[src/rtl/cam_cfg_pkg.sv]
package cam_cfg_pkg;

  typedef enum logic [1:0] {
    OP_START = 2'd0,
    OP_STOP  = 2'd1,
    OP_WRITE = 2'd2,
    OP_READ  = 2'd3
  } busOp_e;

  // Strobe bundle from the sequencer to the bit engine.
  typedef struct packed {
    logic   go;
    busOp_e kind;
    logic [7:0] data;
  } busCmd_t;

  localparam logic [7:0] DEV_WR   = 8'h42;
  localparam logic [7:0] DEV_RD   = 8'h43;
  localparam logic [7:0] TAG_END  = 8'hFF;
  localparam logic [7:0] TAG_WAIT = 8'hF0;

  localparam int TBL_LEN = 8;
  localparam int TBL_W   = $clog2(TBL_LEN);

  localparam logic [2:0] LAST_WR_STEP = 3'd4;
  localparam logic [2:0] LAST_RD_STEP = 3'd7;

  // Startup entries as {register, value}.
  function automatic logic [15:0] initEntry(input logic [TBL_W-1:0] idx);
    case (idx)
      3'd0:    return 16'h1280;  // sensor soft reset
      3'd1:    return 16'hF000;  // settle pause
      3'd2:    return 16'h1204;  // RGB output
      3'd3:    return 16'h40D0;  // 5/6/5 packing, full range
      3'd4:    return 16'h8C00;  // 4/4/4 packing off
      3'd5:    return 16'h3A04;  // line buffer ordering
      3'd6:    return 16'h1101;  // clock prescale
      default: return 16'hFFFF;  // end of table
    endcase
  endfunction

  // Operation issued at a given step of a write or read transaction.
  function automatic busCmd_t stepCmd(input logic rd, input logic [2:0] st,
                                      input logic [7:0] a, input logic [7:0] d);
    busCmd_t c;
    c.go   = 1'b0;
    c.kind = OP_STOP;
    c.data = 8'h00;
    if (!rd) begin
      case (st)
        3'd0: c.kind = OP_START;
        3'd1: begin c.kind = OP_WRITE; c.data = DEV_WR; end
        3'd2: begin c.kind = OP_WRITE; c.data = a; end
        3'd3: begin c.kind = OP_WRITE; c.data = d; end
        default: c.kind = OP_STOP;
      endcase
    end else begin
      case (st)
        3'd0: c.kind = OP_START;
        3'd1: begin c.kind = OP_WRITE; c.data = DEV_WR; end
        3'd2: begin c.kind = OP_WRITE; c.data = a; end
        3'd3: c.kind = OP_STOP;
        3'd4: c.kind = OP_START;
        3'd5: begin c.kind = OP_WRITE; c.data = DEV_RD; end
        3'd6: c.kind = OP_READ;
        default: c.kind = OP_STOP;
      endcase
    end
    return c;
  endfunction

endpackage

[src/rtl/cam_cfg_bus.sv]
module cam_cfg_bus
  import cam_cfg_pkg::*;
#(
  parameter int QUARTER = 250
) (
  input  logic       clk,
  input  logic       rst,
  input  busCmd_t    cmd,
  input  logic       sdaIn,
  output logic       opDone,
  output logic [7:0] rdByte,
  output logic       scl,
  output logic       sdaLow
);

  localparam int CW = (QUARTER > 1) ? $clog2(QUARTER) : 1;

  logic          active;
  busOp_e        kind;
  logic [1:0]    q;
  logic [CW-1:0] cnt;
  logic [3:0]    bitIdx;
  logic [7:0]    shiftOut;
  logic [7:0]    shiftIn;

  logic quarterEnd;
  logic byteOp;
  logic sclNext;
  logic lowNext;

  assign quarterEnd = (cnt == CW'(QUARTER - 1));
  assign byteOp     = (kind == OP_WRITE) || (kind == OP_READ);

  // Line levels for the current quarter of the current operation.
  always_comb begin
    sclNext = 1'b1;
    lowNext = 1'b0;
    case (kind)
      OP_START: begin
        sclNext = (q == 2'd0) || (q == 2'd1);
        lowNext = (q != 2'd0);
      end
      OP_STOP: begin
        sclNext = (q != 2'd0);
        lowNext = (q == 2'd0) || (q == 2'd1);
      end
      OP_WRITE: begin
        sclNext = (q == 2'd1) || (q == 2'd2);
        lowNext = (bitIdx < 4'd8) && !shiftOut[7];
      end
      default: begin
        sclNext = (q == 2'd1) || (q == 2'd2);
        lowNext = 1'b0;
      end
    endcase
  end

  always_ff @(posedge clk) begin
    if (rst) begin
      active   <= 1'b0;
      kind     <= OP_START;
      q        <= 2'd0;
      cnt      <= '0;
      bitIdx   <= 4'd0;
      shiftOut <= 8'h00;
      shiftIn  <= 8'h00;
      opDone   <= 1'b0;
      rdByte   <= 8'h00;
      scl      <= 1'b1;
      sdaLow   <= 1'b0;
    end else begin
      opDone <= 1'b0;
      if (!active) begin
        if (cmd.go) begin
          active   <= 1'b1;
          kind     <= cmd.kind;
          q        <= 2'd0;
          cnt      <= '0;
          bitIdx   <= 4'd0;
          shiftOut <= cmd.data;
        end
      end else begin
        scl    <= sclNext;
        sdaLow <= lowNext;
        if (kind == OP_READ && q == 2'd2 && cnt == '0 && bitIdx < 4'd8)
          shiftIn <= {shiftIn[6:0], sdaIn};
        if (quarterEnd) begin
          cnt <= '0;
          q   <= q + 2'd1;
          if (q == 2'd3) begin
            if (byteOp && bitIdx != 4'd8) begin
              bitIdx   <= bitIdx + 4'd1;
              shiftOut <= {shiftOut[6:0], 1'b0};
            end else begin
              active <= 1'b0;
              opDone <= 1'b1;
              if (kind == OP_READ) rdByte <= shiftIn;
            end
          end
        end else begin
          cnt <= cnt + CW'(1);
        end
      end
    end
  end

endmodule

[src/rtl/cam_cfg_seq.sv]
module cam_cfg_seq
  import cam_cfg_pkg::*;
#(
  parameter int DELAY_CYCLES = 1_000_000
) (
  input  logic       clk,
  input  logic       rst,
  input  logic       reqValid,
  input  logic       reqWrite,
  input  logic [7:0] reqAddr,
  input  logic [7:0] reqData,
  input  logic       opDone,
  input  logic [7:0] rdByte,
  output busCmd_t    cmd,
  output logic       cfgDone,
  output logic       busy,
  output logic       rdValid,
  output logic [7:0] rdData
);

  localparam int DW = $clog2(DELAY_CYCLES + 1);

  typedef enum logic [2:0] {
    S_FETCH, S_PAUSE, S_ISSUE, S_WAIT, S_IDLE
  } seqState_e;

  seqState_e        state;
  logic [TBL_W-1:0] tblIdx;
  logic [DW-1:0]    pauseCnt;
  logic [7:0]       curAddr;
  logic [7:0]       curData;
  logic             isRead;
  logic [2:0]       step;
  logic [2:0]       lastStep;
  logic [15:0]      entry;

  assign lastStep = isRead ? LAST_RD_STEP : LAST_WR_STEP;
  assign busy     = (state != S_IDLE);

  always_comb begin
    entry  = initEntry(tblIdx);
    cmd    = stepCmd(isRead, step, curAddr, curData);
    cmd.go = (state == S_ISSUE);
  end

  always_ff @(posedge clk) begin
    if (rst) begin
      state    <= S_FETCH;
      tblIdx   <= '0;
      pauseCnt <= '0;
      curAddr  <= 8'h00;
      curData  <= 8'h00;
      isRead   <= 1'b0;
      step     <= 3'd0;
      cfgDone  <= 1'b0;
      rdValid  <= 1'b0;
      rdData   <= 8'h00;
    end else begin
      rdValid <= 1'b0;
      case (state)
        S_FETCH: begin
          if (entry[15:8] == TAG_END) begin
            cfgDone <= 1'b1;
            state   <= S_IDLE;
          end else if (entry[15:8] == TAG_WAIT) begin
            pauseCnt <= '0;
            state    <= S_PAUSE;
          end else begin
            curAddr <= entry[15:8];
            curData <= entry[7:0];
            isRead  <= 1'b0;
            step    <= 3'd0;
            state   <= S_ISSUE;
          end
        end
        S_PAUSE: begin
          if (pauseCnt == DW'(DELAY_CYCLES - 1)) begin
            tblIdx <= tblIdx + 1'b1;
            state  <= S_FETCH;
          end else begin
            pauseCnt <= pauseCnt + 1'b1;
          end
        end
        S_ISSUE: state <= S_WAIT;
        S_WAIT: begin
          if (opDone) begin
            if (step == lastStep) begin
              if (!cfgDone) begin
                tblIdx <= tblIdx + 1'b1;
                state  <= S_FETCH;
              end else begin
                state <= S_IDLE;
                if (isRead) begin
                  rdValid <= 1'b1;
                  rdData  <= rdByte;
                end
              end
            end else begin
              step  <= step + 3'd1;
              state <= S_ISSUE;
            end
          end
        end
        S_IDLE: begin
          if (reqValid) begin
            curAddr <= reqAddr;
            curData <= reqData;
            isRead  <= !reqWrite;
            step    <= 3'd0;
            state   <= S_ISSUE;
          end
        end
        default: state <= S_FETCH;
      endcase
    end
  end

endmodule

[src/rtl/cam_cfg_master.sv]
module cam_cfg_master
  import cam_cfg_pkg::*;
#(
  parameter int CLK_HZ       = 100_000_000,
  parameter int SCL_HZ       = 100_000,
  parameter int DELAY_CYCLES = CLK_HZ / 100
) (
  input  logic       clk,
  input  logic       rst,
  input  logic       reqValid,
  input  logic       reqWrite,
  input  logic [7:0] reqAddr,
  input  logic [7:0] reqData,
  output logic       rdValid,
  output logic [7:0] rdData,
  output logic       busy,
  output logic       cfgDone,
  output logic       scl,
  output logic       sdaLow,
  input  logic       sdaIn
);

  localparam int QUARTER_RAW = CLK_HZ / (4 * SCL_HZ);
  localparam int QUARTER     = (QUARTER_RAW < 1) ? 1 : QUARTER_RAW;

  busCmd_t    cmd;
  logic       opDone;
  logic [7:0] rdByte;

  cam_cfg_seq #(.DELAY_CYCLES(DELAY_CYCLES)) u_seq (
    .clk      (clk),
    .rst      (rst),
    .reqValid (reqValid),
    .reqWrite (reqWrite),
    .reqAddr  (reqAddr),
    .reqData  (reqData),
    .opDone   (opDone),
    .rdByte   (rdByte),
    .cmd      (cmd),
    .cfgDone  (cfgDone),
    .busy     (busy),
    .rdValid  (rdValid),
    .rdData   (rdData)
  );

  cam_cfg_bus #(.QUARTER(QUARTER)) u_bus (
    .clk    (clk),
    .rst    (rst),
    .cmd    (cmd),
    .sdaIn  (sdaIn),
    .opDone (opDone),
    .rdByte (rdByte),
    .scl    (scl),
    .sdaLow (sdaLow)
  );

endmodule

[config.mk]
export PLATFORM = sky130hd
export DESIGN_NAME = cam_cfg_master
export DESIGN_NICKNAME = d
export VERILOG_FILES = /design/src/rtl/cam_cfg_pkg.sv /design/src/rtl/cam_cfg_bus.sv /design/src/rtl/cam_cfg_seq.sv /design/src/rtl/cam_cfg_master.sv
export SDC_FILE = /design/constraint.sdc
export NUM_CORES = 1
export LEC_CHECK = 0
export BUFFER_PORTS_ARGS = -buffer_cell sky130_fd_sc_hd__buf_2
export CAP_MARGIN = 0
export CORE_AREA = 8 8 152 154
export CTS_CLUSTER_SIZE = 25
export DETAILED_ROUTE_END_ITERATION = 8
export DIE_AREA = 0 0 160 162
export HOLD_SLACK_MARGIN = 0.15
export RECOVER_POWER = 100
export SYNTH_ARGS = -nofsm -noshare
export SYNTH_HDL_FRONTEND = slang
export SYNTH_SLANG_ARGS = --single-unit
[constraint.sdc]
create_clock -name clk -period 6.7 [get_ports clk]
set_input_delay 1.005 -clock clk [delete_from_list [all_inputs] [get_ports clk]]
set_output_delay 1.005 -clock clk [all_outputs]
set_load 0.05 [all_outputs]
## Word-level counts from Yosys, hierarchy flattened

Index checks and enable logic that the tools add are counted.
W data, S select, Z words.

- Bits in registers: 100
- Input bits: 21
- Logic and storage cells: 184

- $add $sub $neg: 6
- Order comparisons: 1
- Equality and inequality tests: 42
- Mux-type cells: 67
- Bitwise logic cells: 8
- Reductions and logical operators: 39

Operators by type and width:

| kind | count |
|---|---|
| $mux W8 | 14 |
| $pmux W16 S7 | 1 |
| $mux W20 | 3 |
| $pmux W8 S3 | 2 |
| $mux W3 | 15 |
| $pmux W20 S2 | 1 |
| $pmux W8 S2 | 2 |
| $eq A8 B8 Y1 const B | 3 |
| $eq A3 B3 Y1 const B | 7 |
| $add A20 B1 Y20 const B | 1 |
| $eq A20 B20 Y1 const B | 1 |
| $mux W4 | 5 |
| $eq A3 B2 Y1 const B | 6 |
| $ne A2 B2 Y1 const B | 9 |
| $pmux W3 S5 | 1 |
| $reduce_and A5 Y1 | 3 |
| $reduce_and A4 Y1 | 3 |
| $mux W1 | 10 |
| $mux W10 | 1 |
| $mux W2 | 5 |
| $reduce_bool A2 Y1 | 5 |
| $eq A3 B1 Y1 const B | 3 |
| $logic_not A3 Y1 | 3 |
| $pmux W3 S3 | 1 |
| other kinds (30) | 58 |

## Logic depth before layout (Yosys ltp)

- Depth in word-level cells: 7
- Mapped depth: 11
- Gate-level depth less buffers: 8

## Hierarchy

Synthesis repeated with hierarchy kept, for this count alone.

- Cells, all modules: 647
- Area total of the unflattened synthesis: 5535.3 um^2

Modules (own cells, without submodules):

| module | times used | cells an instance | area an instance (um^2) | sequential area each (um^2) |
|---|---|---|---|---|
| cam_cfg_seq | 1 | 398 | 3320.7 | 1121.1 |
| cam_cfg_bus | 1 | 249 | 2214.6 | 880.8 |

## Worst setup path before layout

No wires, ideal clock.

- Path type: register -> output
- Start point: reg u_seq.state[0]
- End point: out busy
- Data arrival time: 1.591 ns
- Required time: 5.695 ns
- Path slack: 4.104 ns
- Cell stages (with the launch flop): 6
- Cell sequence: dfxtp_1 clkbuf_1 nor2_1 and2_1 clkinv_1 clkbuf_1

- Cells in the longest elaborated chain, start to end: 1

RTL lines:

| item | RTL line | source |
|---|---|---|
| start: declaration | cam_cfg_seq.sv:27 | `seqState_e state;` |
| start signal: assignment | cam_cfg_seq.sv:48 | `state <= S_FETCH;` |
| start signal: assignment | cam_cfg_seq.sv:64 | `state <= S_IDLE;` |
| start signal: assignment | cam_cfg_seq.sv:67 | `state <= S_PAUSE;` |
| $ne A3 B3 Y1 | cam_cfg_seq.sv:38 | `assign busy = (state != S_IDLE);` |
| end: declaration | cam_cfg_master.sv:16 | `output logic busy,` |

Every way passes these cells.

==> impl_metrics.csv <==
group,metric,value,unit
run_status,status,"finished, violations left",
run_status,violations,"max-capacitance violations, max-slew violations",
sta,min_period_over_period,60.6,%
synth,yosys_warnings,0,
power_and_ir_drop,clockPowerShare,41.3,%
power_and_ir_drop,p_leak,2.17,nW
clock_network,post_cts_buffers,0,
clock_network,root_buffer,"clkbuf_16",
place,dp_cells,875,
place,port_buffers,33,
floorplanning,die_x,160,microns
worst_setup_path,timing.rr.end,"u_seq.pauseCnt[15]$_SDFFE_PP0P_",
clock_network,htree_levels,3,
drt,wire_per_inst,12.8,microns
global_route,grt_pass1_vias,3895,
global_route,grt_pass1_wl,19400,microns
synth,ys_ff_latch,100,
sta,worst_slack,2.64,ns
sta,slew_headroom,-26.4,%
worst_setup_path,startpoint_type,"input port",
drt,drt-total-wl,11400,microns
drt,via_per_inst,4.68,
floorplanning,num_rows,53,
sta,fmax,0.246,GHz
drt,vias,4166,
floorplanning,initial_core_util,24.4,%
sta,holdWs,0.458,ns
worst_setup_path,r2r_slack,3.30,ns
place,hpwlAfterDp,8060,microns
synth,synth_top_area_share,39.7,%
power_and_ir_drop,p_comb_share,9.6,%
synth,syn_area,5040,sq um
global_route,antenna_found_initial,0,
clock_network,ctsResizeCount,0,
worst_setup_path,crit_path_max_fanout,43,
sta,slew_violations,44,
flow_run,cap_violations,1,
synth,synth-edff-count,0,
clock_network,clk_pin_slew,0.08,ns
clock_network,clock_latency,0.36,ns
synth,synthTopCellsByArea,"dfxtp_1 40%, mux2i_1 7.3%, nor2_1 6.9%",
worst_setup_path,startpoint,"rst",
synth,syn_inst,599,
global_route,grt-ovfl-total,0,
power_and_ir_drop,powerDensity,224,nW/um^2
cells_and_area,n_antenna_cell,0,
sta,fin_tns_setup,0,ns
floorplanning,core,20700,sq um
hold_path,min_path_type,"reg -> reg",
worst_setup_path,worst_setup_path_end_kind,"flip-flop",
synth,mappedNetlistNets,641,
global_route,grt_usage,8.94,%
floorplanning,die-area,25900,sq um
worst_setup_path,max_stage_delay,1.42,ns
cells_and_area,layout.nets,653,
worst_setup_path,r2r_start,"u_seq.tblIdx[2]$_SDFFE_PP0P_",
power_and_ir_drop,p_int,0.000913,W
drt,dr.pass1.iters,4,
sta,finalSetupViolCount,0,
clock_network,ctsLongestPathBuffers,2,
sta,worst_pin_slew,1.90,ns
hold_path,holdPathStages,2,
cells_and_area,final_cells,891,
synth,synth_top_cell_by_area,"dfxtp_1",
worst_setup_path,crit_chain,"buf_2 > clkbuf_1 > clkinv_1 > nand3_1 > o32ai_1",
worst_setup_path,crit_family,"buffers and inverters",
worst_setup_path,reg2reg_depth,8,
place,dp_slack,3.70,ns
worst_setup_path,critical_path_buf_inv_count,3,
floorplanning,ios,34,
synth,yosysMostFrequentCell,"dfxtp_1",
synth,ys_seq_area_share,39.7,%
power_and_ir_drop,p_switching,0.000355,W
cells_and_area,drive_gt1_share,7.79,%
floorplanning,die_h,162,microns
synth,synth_commonest_cells,"100 x dfxtp_1, 93 x nor2_1, 49 x nand2_1",
cells_and_area,area_growth,12.3,%
place,place_congestion,0.790,
drt,route.detailed.drc,0,
clock_network,numClockSinks,100,
power_and_ir_drop,pwr-share-seq,49.1,%
synth,ys.flop_type,"dfxtp_1",
drt,drt_iter0_markers,248,
worst_setup_path,cp.required,6.87,ns
worst_setup_path,worstSetupPathDepth,5,
drt,ant_nets,0,
sta,post-route-min-period,4.06,ns
worst_setup_path,critical_path_class,"in -> reg",
worst_setup_path,cpMaxStageDelayCell,"clkbuf_1",
synth,async_reset_ff_share,0,%
power_and_ir_drop,swShare,28.0,%
clock_network,cts_buffers,9,
worst_setup_path,critPathArrivalTime,4.24,ns
synth,ys_types,67,
clock_network,ctsHoldBuffers,0,
clock_network,cts_tree,"done",
sta,rsz0062_at_grt,"no",
synth,syn_area_per_cell,8.42,sq um
global_route,grt_max_degree,44,
sta,finalHoldViolCount,0,
power_and_ir_drop,ir_worst_vdd,0.000122,V
sta,fin_skew,0.0130,ns
worst_setup_path,crit_end,"u_seq.state[1]$_SDFFE_PP0P_",
==> cell type report <==
class	instances	area [sq um]
clock inverter	7	78.8
fill	2306	15000
multi-input combinational	438	2750
timing repair buffer	36	165
tap	275	344
clock buffer	9	225
inverter	26	97.6
sequential	100	2000
==> power groups by stage <==
| stage | Combinational (W) | Clock [W] | Sequential (W) |
|---|---|---|---|
| 2_1_floorplan | 0.000100 | 0 | 0.000633 |
| 4_1_cts | 0.000125 | 0.000544 | 0.000623 |
| 6_report | 0.000122 | 0.000523 | 0.000623 |
| 5_1_grt | 0.000139 | 0.000562 | 0.000625 |
| 3_3_place_gp | 0.000124 | 0 | 0.000637 |
| 3_5_place_dp | 0.000125 | 0 | 0.000637 |
==> worst reg2reg max path, cell delays in order, from the launching register on <==
cell and delay, ns:
dfxtp_1 0.49, inv_1 0.14, ha_1 0.27, nor3_1 0.57, o2111ai_1 0.17, clkbuf_1 0.31, a211oi_1 0.91, a31oi_1 0.20
a41o_1 0.24
==> cells in the final DEF, fill, tap and decap left out, types with 6 or more instances in the layout <==
cell type  synthesis  routed
clkbuf_16          0       9
nand4_1            7       7
dfxtp_1          100     100
nand2_1           49      49
nand3_1           31      31
a21oi_1           31      33
ha_1              21      21
o21ai_0           20      20
inv_1             24      24
a211oi_1          12      13
nor3_1            17      18
and3_1             6       6
a22oi_1           10      10
clkbuf_1          23      14
buf_2              7      21
nor2_1            93      93
xnor2_1           12      12
a311oi_1           6       6
mux2i_1           37      37
o211ai_1           8       8
==> stage by stage <==
| stage | power (W) | utilization [%] | instance area (sq um) |
|---|---|---|---|
| CTS | 0.00129 | 27.7 | 5730 |
| detailed placement | 0.000762 | 26.2 | 5420 |
| global route | 0.00133 | 27.4 | 5660 |
| floorplan | 0.000733 | - | 5040 |
| global placement | 0.000761 | 26.2 | 5420 |
| finish | 0.00127 | 27.4 | 5660 |
==> how the worst min path moves through the flow <==
stage,start,endpoint,slack (ns)
after floorplan,u_seq.curAddr[2]$_SDFFE_PP0P_,u_seq.curAddr[2]$_SDFFE_PP0P_,0.43
after global placement,u_seq.curData[2]$_SDFFE_PP0P_,u_seq.curData[2]$_SDFFE_PP0P_,0.44
after detailed placement,u_seq.curData[2]$_SDFFE_PP0P_,u_seq.curData[2]$_SDFFE_PP0P_,0.45
after CTS,u_seq.curAddr[4]$_SDFFE_PP0P_,u_seq.curAddr[4]$_SDFFE_PP0P_,0.46
after global routing,u_seq.curAddr[4]$_SDFFE_PP0P_,u_seq.curAddr[4]$_SDFFE_PP0P_,0.47
final,u_bus.sdaLow$_SDFFE_PP0P_,u_bus.sdaLow$_SDFFE_PP0P_,0.46
==> registers in the layout (all words and copies together), names as in the netlist, 2 cells and up <==
| name | flops |
|---|---|
| u_bus.bitIdx | 4 |
| u_bus.shiftIn | 8 |
| u_seq.tblIdx | 3 |
| u_bus.cnt | 8 |
| u_seq.curAddr | 8 |
| u_seq.curData | 8 |
| u_bus.rdByte | 8 |
| u_bus.q | 2 |
| u_bus.kind | 2 |
| u_bus.shiftOut | 8 |
| u_seq.state | 3 |
| u_seq.pauseCnt | 20 |
| u_seq.rdData | 8 |
| u_seq.step | 3 |
==> metal layers <==
metal	global-route usage [%]	part of all wire [%]
met4	3.70	1.6
met1	11.0	47
met2	14.9	48
met3	1.92	3.1
met5	0	0
==> cells by family (layout without fill, tap and decap cells) <==
kind of cell | after synthesis | in the layout | share of synthesized area [%]
simple gates | 236 | 236 | 22.3
compound gates | 130 | 130 | 18.1
flops | 100 | 100 | 39.7
buf+inv | 61 | 78 | 4.96
mux | 37 | 37 | 7.34
fa+ha+maj | 21 | 21 | 5.21
xor+xnor | 14 | 14 | 2.43
Note: power is estimated with default switching activity, not from simulation.
